File: src/rtl/pc_ofs_pkg.sv
package pc_ofs_pkg;

   typedef enum logic {
      ISA_WORD    = 1'b0,
      ISA_COMPACT = 1'b1
   } isa_mode_e;

   // Kind of update chosen for the address register in one cycle
   typedef enum logic [1:0] {
      UPD_HOLD = 2'd0,
      UPD_STEP = 2'd1,
      UPD_LOAD = 2'd2
   } pc_upd_e;

   function automatic isa_mode_e to_mode(input logic raw);
      return raw ? ISA_COMPACT : ISA_WORD;
   endfunction

endpackage

File: src/rtl/pc_step_gen.sv
module pc_step_gen
   import pc_ofs_pkg::*;
#(
   parameter int unsigned AW          = 32,
   parameter int unsigned WORD_STEP   = 4,
   parameter int unsigned NARROW_STEP = 2,
   parameter int unsigned WIDE_STEP   = 4
) (
   input  isa_mode_e        mode_i,
   input  logic             wide_i,
   output logic [AW-1:0]    step_o
);

   localparam logic [AW-1:0] WORD_INC   = AW'(WORD_STEP);
   localparam logic [AW-1:0] NARROW_INC = AW'(NARROW_STEP);
   localparam logic [AW-1:0] WIDE_INC   = AW'(WIDE_STEP);

   if (WORD_STEP == 0 || NARROW_STEP == 0 || WIDE_STEP == 0) begin : g_bad_step
      $error("pc_step_gen: step sizes must be non-zero");
   end
   if (NARROW_STEP > WIDE_STEP) begin : g_bad_order
      $error("pc_step_gen: narrow step must not exceed wide step");
   end

   always_comb begin
      unique case (mode_i)
         ISA_WORD:    step_o = WORD_INC;
         ISA_COMPACT: step_o = wide_i ? WIDE_INC : NARROW_INC;
         default:     step_o = WORD_INC;
      endcase
   end

endmodule

File: src/rtl/pc_target_align.sv
module pc_target_align
   import pc_ofs_pkg::*;
#(
   parameter int unsigned AW           = 32,
   parameter int unsigned WORD_BYTES   = 4,
   parameter int unsigned COMPACT_BYTES = 2,
   parameter bit          ALIGN_EN     = 1'b1
) (
   input  isa_mode_e        mode_i,
   input  logic [AW-1:0]    raw_i,
   output logic [AW-1:0]    tgt_o
);

   localparam logic [AW-1:0] WORD_MASK    = ~AW'(WORD_BYTES - 1);
   localparam logic [AW-1:0] COMPACT_MASK = ~AW'(COMPACT_BYTES - 1);

   if ((WORD_BYTES & (WORD_BYTES - 1)) != 0 || WORD_BYTES == 0) begin : g_bad_word
      $error("pc_target_align: WORD_BYTES must be a power of two");
   end
   if ((COMPACT_BYTES & (COMPACT_BYTES - 1)) != 0 || COMPACT_BYTES == 0) begin : g_bad_cmp
      $error("pc_target_align: COMPACT_BYTES must be a power of two");
   end

   if (ALIGN_EN) begin : g_masked
      logic [AW-1:0] mask;
      always_comb begin
         mask  = (mode_i == ISA_COMPACT) ? COMPACT_MASK : WORD_MASK;
         tgt_o = raw_i & mask;
      end
   end else begin : g_passthru
      logic unused_mode;
      assign unused_mode = mode_i;
      assign tgt_o       = raw_i;
   end

endmodule

File: src/rtl/pc_read_view.sv
module pc_read_view
   import pc_ofs_pkg::*;
#(
   parameter int unsigned AW             = 32,
   parameter int unsigned WORD_OFFSET    = 8,
   parameter int unsigned COMPACT_OFFSET = 4
) (
   input  isa_mode_e        mode_i,
   input  logic [AW-1:0]    addr_i,
   output logic [AW-1:0]    rd_o
);

   localparam logic [AW-1:0] WORD_ADD    = AW'(WORD_OFFSET);
   localparam logic [AW-1:0] COMPACT_ADD = AW'(COMPACT_OFFSET);

   if (WORD_OFFSET >= (1 << 16) || COMPACT_OFFSET >= (1 << 16)) begin : g_bad_ofs
      $error("pc_read_view: offsets are unreasonably large");
   end

   logic [AW-1:0] ofs;

   always_comb begin
      ofs  = (mode_i == ISA_COMPACT) ? COMPACT_ADD : WORD_ADD;
      rd_o = addr_i + ofs;   // wraps modulo 2^AW
   end

endmodule

File: src/rtl/pc_ofs_unit.sv
module pc_ofs_unit
   import pc_ofs_pkg::*;
#(
   parameter int unsigned   AW             = 32,
   parameter logic [AW-1:0] RESET_VEC      = 32'h0000_0040,
   parameter int unsigned   WORD_STEP      = 4,
   parameter int unsigned   NARROW_STEP    = 2,
   parameter int unsigned   WIDE_STEP      = 4,
   parameter int unsigned   WORD_OFFSET    = 8,
   parameter int unsigned   COMPACT_OFFSET = 4,
   parameter bit            ALIGN_EN       = 1'b1
) (
   input  logic          clk_i,
   input  logic          rst_ni,
   input  logic          mode_i,
   input  logic          size_wide_i,
   input  logic          adv_i,
   input  logic          wr_en_i,
   input  logic [31:0]   wr_data_i,
   output logic [31:0]   cur_addr_o,
   output logic [31:0]   pc_rd_o
);

   localparam int unsigned   WORD_ALIGN_BITS = $clog2(WORD_STEP);
   localparam logic [AW-1:0] WORD_LOW_MASK   = AW'(WORD_STEP - 1);
   localparam logic [AW-1:0] C_WORD_STEP     = AW'(WORD_STEP);
   localparam logic [AW-1:0] C_NARROW_STEP   = AW'(NARROW_STEP);
   localparam logic [AW-1:0] C_WIDE_STEP     = AW'(WIDE_STEP);
   localparam logic [AW-1:0] C_WORD_OFS      = AW'(WORD_OFFSET);
   localparam logic [AW-1:0] C_CMP_OFS       = AW'(COMPACT_OFFSET);

   if (AW != 32) begin : g_bad_aw
      $error("pc_ofs_unit: port widths are fixed at 32 bits");
   end
   if (WORD_ALIGN_BITS < 1) begin : g_bad_align
      $error("pc_ofs_unit: word step must be at least 2 bytes");
   end
   if ((RESET_VEC & WORD_LOW_MASK) != '0) begin : g_bad_vec
      $error("pc_ofs_unit: reset vector must be word aligned");
   end

   isa_mode_e     mode;
   pc_upd_e       upd;
   logic [AW-1:0] addr_q;
   logic [AW-1:0] addr_d;
   logic [AW-1:0] step;
   logic [AW-1:0] target;
   logic [AW-1:0] rd_val;

   assign mode = to_mode(mode_i);

   pc_step_gen #(
      .AW          (AW),
      .WORD_STEP   (WORD_STEP),
      .NARROW_STEP (NARROW_STEP),
      .WIDE_STEP   (WIDE_STEP)
   ) step_i (
      .mode_i (mode),
      .wide_i (size_wide_i),
      .step_o (step)
   );

   pc_target_align #(
      .AW            (AW),
      .WORD_BYTES    (WORD_STEP),
      .COMPACT_BYTES (NARROW_STEP),
      .ALIGN_EN      (ALIGN_EN)
   ) align_i (
      .mode_i (mode),
      .raw_i  (wr_data_i),
      .tgt_o  (target)
   );

   pc_read_view #(
      .AW             (AW),
      .WORD_OFFSET    (WORD_OFFSET),
      .COMPACT_OFFSET (COMPACT_OFFSET)
   ) view_i (
      .mode_i (mode),
      .addr_i (addr_q),
      .rd_o   (rd_val)
   );

   // Priority: a write beats an advance
   always_comb begin
      if (wr_en_i)    upd = UPD_LOAD;
      else if (adv_i) upd = UPD_STEP;
      else            upd = UPD_HOLD;
   end

   always_comb begin
      unique case (upd)
         UPD_LOAD: addr_d = target;
         UPD_STEP: addr_d = addr_q + step;
         default:  addr_d = addr_q;
      endcase
   end

   always_ff @(posedge clk_i or negedge rst_ni) begin
      if (!rst_ni) addr_q <= RESET_VEC;
      else         addr_q <= addr_d;
   end

   assign cur_addr_o = addr_q;
   assign pc_rd_o    = rd_val;


   word_step_chk: assert property (@(posedge clk_i) disable iff (!rst_ni)
      (adv_i && !wr_en_i && !mode_i) |=> (cur_addr_o == $past(cur_addr_o) + C_WORD_STEP));


   compact_step_chk: assert property (@(posedge clk_i) disable iff (!rst_ni)
      (adv_i && !wr_en_i && mode_i) |=>
         (cur_addr_o == $past(cur_addr_o) + ($past(size_wide_i) ? C_WIDE_STEP : C_NARROW_STEP)));


   word_read_chk: assert property (@(posedge clk_i) disable iff (!rst_ni)
      !mode_i |-> (pc_rd_o - cur_addr_o == C_WORD_OFS));


   compact_read_chk: assert property (@(posedge clk_i) disable iff (!rst_ni)
      mode_i |-> (pc_rd_o - cur_addr_o == C_CMP_OFS));


   word_align_chk: assert property (@(posedge clk_i) disable iff (!rst_ni)
      (wr_en_i && !mode_i) |=> (cur_addr_o[1:0] == 2'b00));


   compact_align_chk: assert property (@(posedge clk_i) disable iff (!rst_ni)
      (wr_en_i && mode_i) |=> (cur_addr_o[0] == 1'b0));


   write_wins_chk: assert property (@(posedge clk_i) disable iff (!rst_ni)
      (wr_en_i && adv_i) |=> (cur_addr_o[31:2] == $past(wr_data_i[31:2])));


   idle_hold_chk: assert property (@(posedge clk_i) disable iff (!rst_ni)
      (!wr_en_i && !adv_i) |=> $stable(cur_addr_o));

endmodule

File: config.mk
export PLATFORM = sky130hd
export DESIGN_NAME = pc_ofs_unit
export DESIGN_NICKNAME = d
export VERILOG_FILES = /design/src/rtl/pc_ofs_pkg.sv /design/src/rtl/pc_step_gen.sv /design/src/rtl/pc_target_align.sv /design/src/rtl/pc_read_view.sv /design/src/rtl/pc_ofs_unit.sv
export SDC_FILE = /design/constraint.sdc
export NUM_CORES = 1
export LEC_CHECK = 0
export BUFFER_PORTS_ARGS = -buffer_cell sky130_fd_sc_hd__buf_2
export CORE_MARGIN = 2
export CORE_UTILIZATION = 55
export CTS_CLUSTER_DIAMETER = 120
export DETAILED_ROUTE_END_ITERATION = 6
export PLACE_DENSITY = 0.9
export SYNTH_ARGS = -nofsm -noshare
export SYNTH_HDL_FRONTEND = slang
export SYNTH_HIERARCHICAL = 1
export SYNTH_SLANG_ARGS = --single-unit
File: constraint.sdc
create_clock -name clk_i -period 2.6 [get_ports clk_i]
set_input_delay 0.52 -clock clk_i [delete_from_list [all_inputs] [get_ports clk_i]]
set_output_delay 0.52 -clock clk_i [all_outputs]
set_load 0.05 [all_outputs]
======== Word-level counts from Yosys, hierarchy flattened ========
Index checks and enable logic that the tools add are counted.
cells by class
  equality and inequality tests ........... 2
  reduce and logical (&&, ||, !) cells .... 1
  bitwise gates (word level) .............. 2
  multiplexer cells ....................... 8
  add/subtract/negate cells ............... 2
operators with widths
  kind                                                 number
  one-hot mux 32 bit (2 select lines)                  2
  adder 32 bit                                         1
  adder 32 x 4 -> 32 bit                               1
  bitwise AND 32 bit                                   1
  two-way mux 2 bit                                    2
  two-way mux 4 bit                                    1
  two-way mux 3 bit                                    1
  equality test 2 x 1 -> 1 bit, second input constant  1
  equality test 2 bit, second input constant           1
  two-way mux 1 bit                                    2
  nonzero test 2 bit                                   1
  inverter 1 bit                                       1
word-level totals
  input bits .............................. 38
  logic and storage cells ................. 16
  output and inout port bits .............. 64
  register bits after elaboration ......... 32

======== Longest topological paths before layout ========
  depth after elaboration ................. 5
  mapped depth ............................ 11
  depth with buffers taken out ............ 10

======== Cells and area by module ========
The synthesis kept the hierarchy.
by module, submodules not included
  module           cells an instance  seq. area each (um^2)  times used  area each (um^2)
  pc_ofs_unit      382                802.0                  1           3103.0
  pc_read_view     98                 0.0                    1           720.7
  pc_target_align  33                 0.0                    1           242.7
  pc_step_gen      33                 0.0                    1           241.5

======== Worst setup path before layout ========
OpenSTA, ideal clock, no wires.
  path type ............................... reg-to-output
  from .................................... register addr_q[2], in the netlist cur_addr_o[2]
  to ...................................... output pc_rd_o[28]
  path slack .............................. -0.762 ns
  buffers on the path ..................... 1
  cell stages (with the launch flop) ...... 8
  arrival time ............................ 2.842 ns
  required time ........................... 2.080 ns
  cells stage by stage .................... dfrtp_1 ha_1 inv_1 fa_1 or3_4 buf_6 nor4_2 xor2_1
between the ends
  word-level cells in the longest chain between the ends .. 1
ends and longest elaborated chain
  element                 RTL line            source
  start, declared         pc_ofs_unit.sv:44   logic [AW-1:0] addr_q;
  start signal, assigned  pc_ofs_unit.sv:101  else addr_q <= addr_d;
  adder 32 x 4 -> 32 bit  pc_read_view.sv:24  rd_o = addr_i + ofs;
  end, declared           pc_ofs_unit.sv:21   output logic [31:0] pc_rd_o
Every way passes these cells.

======== Worst setup path in the final report ========
  from .................................... register addr_q[2], in the netlist cur_addr_o[2]
  to ...................................... output pc_rd_o[14]
The elaborated chain is that of the path after synthesis.

==> flow_summary_export.csv <==
group,metric,value,unit
run_status,outcome,"complete, but fails checks",
run_status,violations,"negative setup slack",
routing,detailedRoute.firstPassIterationCount,5,
job,cap_viol_max_count,0,
logic_synthesis,synth_edf_count,0,
clocking,cts_max_path_buffers,2,
worst_setup_path,worst-endpoint-arrival,2.34,ns
sta,grt_setup_unrepaired,"true",
logic_synthesis,netlist.top_cell.by_area,"sky130_fd_sc_hd__dfrtp_1",
logic_synthesis,netlist-cell-type-count,59,
worst_setup_path,criticalPathCategory,"reg -> out",
sta,timing.final.ws_setup,-0.256,ns
sta,final_slew_violations,0,
routing,drc,0,
power,irDropWorstVdd,0.000323,V
worst_setup_path,depth_of_the_worst_register_to_register_path,9,
global_route,global_route_wire_length_before_repair,19600,um
logic_synthesis,synth-seq-cells,32,
clocking,cts.htree.levels,2,
sta,maxClockFrequency,0.350,GHz
logic_synthesis,async_set_or_reset_register_ratio_after_synthesis,100,%
cells_and_area,flow.area_growth_from_synthesis,25.8,%
global_route,grt-ovfl-total,0,
clocking,cts_sinks,32,
worst_setup_path,cp_max_stage_delay,0.42,ns
routing,drt_iter0_drc,361,
power,total_power_per_unit_cell_area,722,nW/um^2
clocking,clock-root-buffer,"sky130_fd_sc_hd__clkbuf_8",
cells_and_area,finish.net_count,710,
logic_synthesis,post_synth_instance_area,4310,sq um
place,placed_cell_area,5010,sq um
floorplan,initial_core_utilization,56.3,%
clocking,numCtsBuffers,5,
sta,setup_violations,18,
min_path,hp-class,"in -> async",
place,hpwl,9440,um
sta,min_period,2.86,ns
logic_synthesis,netlist_instances,546,
power,power,3.92,mW
logic_synthesis,portion_of_the_post_synthesis_area_used_by_sequential_elements,18.6,%
global_route,vias_in_the_first_global_route,4087,
cells_and_area,layout.cell_area.non_filler,5420,sq um
cells_and_area,n_fill_cell,571,
worst_setup_path,critical_path_peak_fanout,6,
worst_setup_path,worst_setup_path_end_kind,"primary output",
power,p_clk_share,9.9,%
worst_setup_path,critical_path.startpoint_type,"flip-flop",
clocking,post_cts_clock_slew_at_the_launch_and_capture_registers_of_the_worst_setup_and_hold_paths,0.07,ns
worst_setup_path,worst_path_max_delay_cell,"sky130_fd_sc_hd__or3_4",
sta,finalSetupTns,-2.21,ns
routing,dr_total_vias,4343,
power,power_report.internal_total,1.77,mW
logic_synthesis,yosys_warnings,6,
sta,hold_violations,0,
floorplan,die_x,92.5,um
cells_and_area,largest_register_ffs,32,
floorplan,die-height,92.5,um
global_route,grt_antenna_before_repair,0,
global_route,grt_util_all_layers,28.7,%
cells_and_area,postLayoutCoreUtil,70.9,%
floorplan,io-pin-count,102,
sta,fin_crit_sh,110,%
power,switchingPower,2.15,mW
floorplan,rows,32,
routing,final_antenna_net_count,0,
routing,wire_per_inst,17.6,um
logic_synthesis,synth_top_cells_by_area,"sky130_fd_sc_hd__dfrtp_1 (18%), sky130_fd_sc_hd__buf_4 (11%), sky130_fd_sc_hd__ha_1 (9.6%), sky130_fd_sc_hd__xnor2_1 (6.3%), sky130_fd_sc_hd__xor2_1 (5.5%)",
place,number_of_buffers_added_on_ports,100,
power,p_leak,2.60,nW
place,gp_congestion,0.967,
logic_synthesis,post_synth.cell_area_avg,7.89,sq um
power,seqPwrFrac,19.3,%
sta,relSlewSlack,15.0,%
power,switching_share,54.8,%
sta,least_margin_pin_slew,1.27,ns
worst_setup_path,cp_cell_sequence,"ha_4 > inv_2 > fa_2 > or3_4 > buf_12 > nor3_4 > xor2_4 > buf_6",
cells_and_area,drive_gt1_share,37.3,%
floorplan,design.core.area,7650,sq um
global_route,maximum_number_of_pins_on_one_net_before_global_route_repair,33,
worst_setup_path,worst_ep_required_time,2.08,ns
power,pwr-share-comb,70.8,%
sta,clock_skew,0.0106,ns
floorplan,floorplan.die_area,8560,sq um
routing,route.detailed.vias_per_inst,5.87,
cells_and_area,insertedDiodeCount,0,
clocking,clock_latency,0.29,ns
clocking,cts_tree,"done",
clocking,holdBufCountCts,0,
routing,drt_wl_total,13000,um
logic_synthesis,netlist.area_leader.share,18.0,%
logic_synthesis,postSynth.topFlopCell,"sky130_fd_sc_hd__dfrtp_1",
## worst paths after layout
| kind | start | endpoint | slack (ns) |
|---|---|---|---|
| worst max register to register | cur_addr_o[2] | cur_addr_o[23] | -0.02 |
| worst min-delay path | rst_ni | cur_addr_o[17] | 0.30 |
| max in group asynchronous | rst_ni | cur_addr_o[23] | 1.76 |
| worst min register to register | cur_addr_o[23] | cur_addr_o[23] | 0.60 |
| worst max-delay path | cur_addr_o[2] | pc_rd_o[14] | -0.26 |
| min in group clk_i | wr_data_i[12] | cur_addr_o[12] | 0.44 |
## cells in the final DEF (no fill, tap or decap), types with 14 or more instances in the layout
cell                      count
sky130_fd_sc_hd__ha_1        32
sky130_fd_sc_hd__nor2_1      22
sky130_fd_sc_hd__xnor2_1     26
sky130_fd_sc_hd__inv_1       19
sky130_fd_sc_hd__a21oi_1     39
sky130_fd_sc_hd__buf_6       14
sky130_fd_sc_hd__o21ai_1     30
sky130_fd_sc_hd__buf_2       75
sky130_fd_sc_hd__a22oi_1     16
sky130_fd_sc_hd__nand2_1     49
sky130_fd_sc_hd__nand3_1     14
sky130_fd_sc_hd__conb_1      31
sky130_fd_sc_hd__dfrtp_2     21
sky130_fd_sc_hd__buf_4       49
## timing repair
item	CTS	global route
pin swaps	4	8
endpoints found under the setup margin	25	34
resized for setup	47	13
setup buffers	5	6
## worst max-delay path, delay by kind of cell (launching register included)
family,cells,cell delay [ns]
flip-flops,1,0.40
XOR/XNOR,1,0.16
AND/OR/NAND/NOR,2,0.62
buffers and inverters,3,0.38
adder cells (fa/ha/maj),2,0.48
## synth_stat cells (all sizes together) (6+ instances only)
cell type / n
inv: 20
dfrtp: 31
a21oi: 43
nand3: 15
nand4: 14
and4: 6
nor3: 14
nor2: 26
mux2i: 10
a211oi: 7
buf: 66
clkbuf: 24
a22oi: 16
xor2: 27
nor2b: 6
nand2: 51
o21ai: 42
ha: 33
a21o: 12
xnor2: 31
## area by class of cell
class,count,area (sq um),share of cell area [%]
Sequential cell,32,828,15.3
Clock buffer,8,80.1,1.48
Inverter,20,75.1,1.38
Multi-Input combinational cell,433,3320,61.2
Timing Repair Buffer,145,991,18.3
Tap cell,102,128,2.35
## power by group through the flow
stage	Clock (mW)	Combinational (mW)	Sequential (mW)
2_1_floorplan	0	1.64	1.10
3_3_place_gp	0	2.48	0.754
3_5_place_dp	0	2.52	0.762
4_1_cts	0.384	2.61	0.753
5_1_grt	0.405	2.95	0.766
6_report	0.387	2.77	0.755
## per-stage QoR
step / instances / hold WS (ns) / worst slack [ns]
floorplan: 575 / 0.224 / -0.214
detailed placement: 721 / 0.577 / -0.350
finish: 740 / 0.301 / -0.256
CTS: 734 / 0.327 / -0.245
global route: 740 / 0.353 / -0.311
global placement: 721 / 0.561 / -0.311
## logic make-up after synthesis
group | synth area share (%)
xor+xnor | 11.8
buf+inv | 15.5
flops | 18.6
fa+ha+maj | 10.5
other cells | 0.174
simple gates | 19.7
mux | 2.59
compound gates | 21.2
## per-layer routing
| layer | global-route usage, % | share of wire [%] | vias to the layer above |
|---|---|---|---|
| met5 | 0 | 0 | - |
| met1 | 38.3 | 41 | 2066 |
| met2 | 47.4 | 49 | 225 |
| met3 | 4.15 | 6.7 | 39 |
| li1 | - | - | 2013 |
| met4 | 10.3 | 3.1 | 0 |
Note: power is estimated with default switching activity, not from simulation.
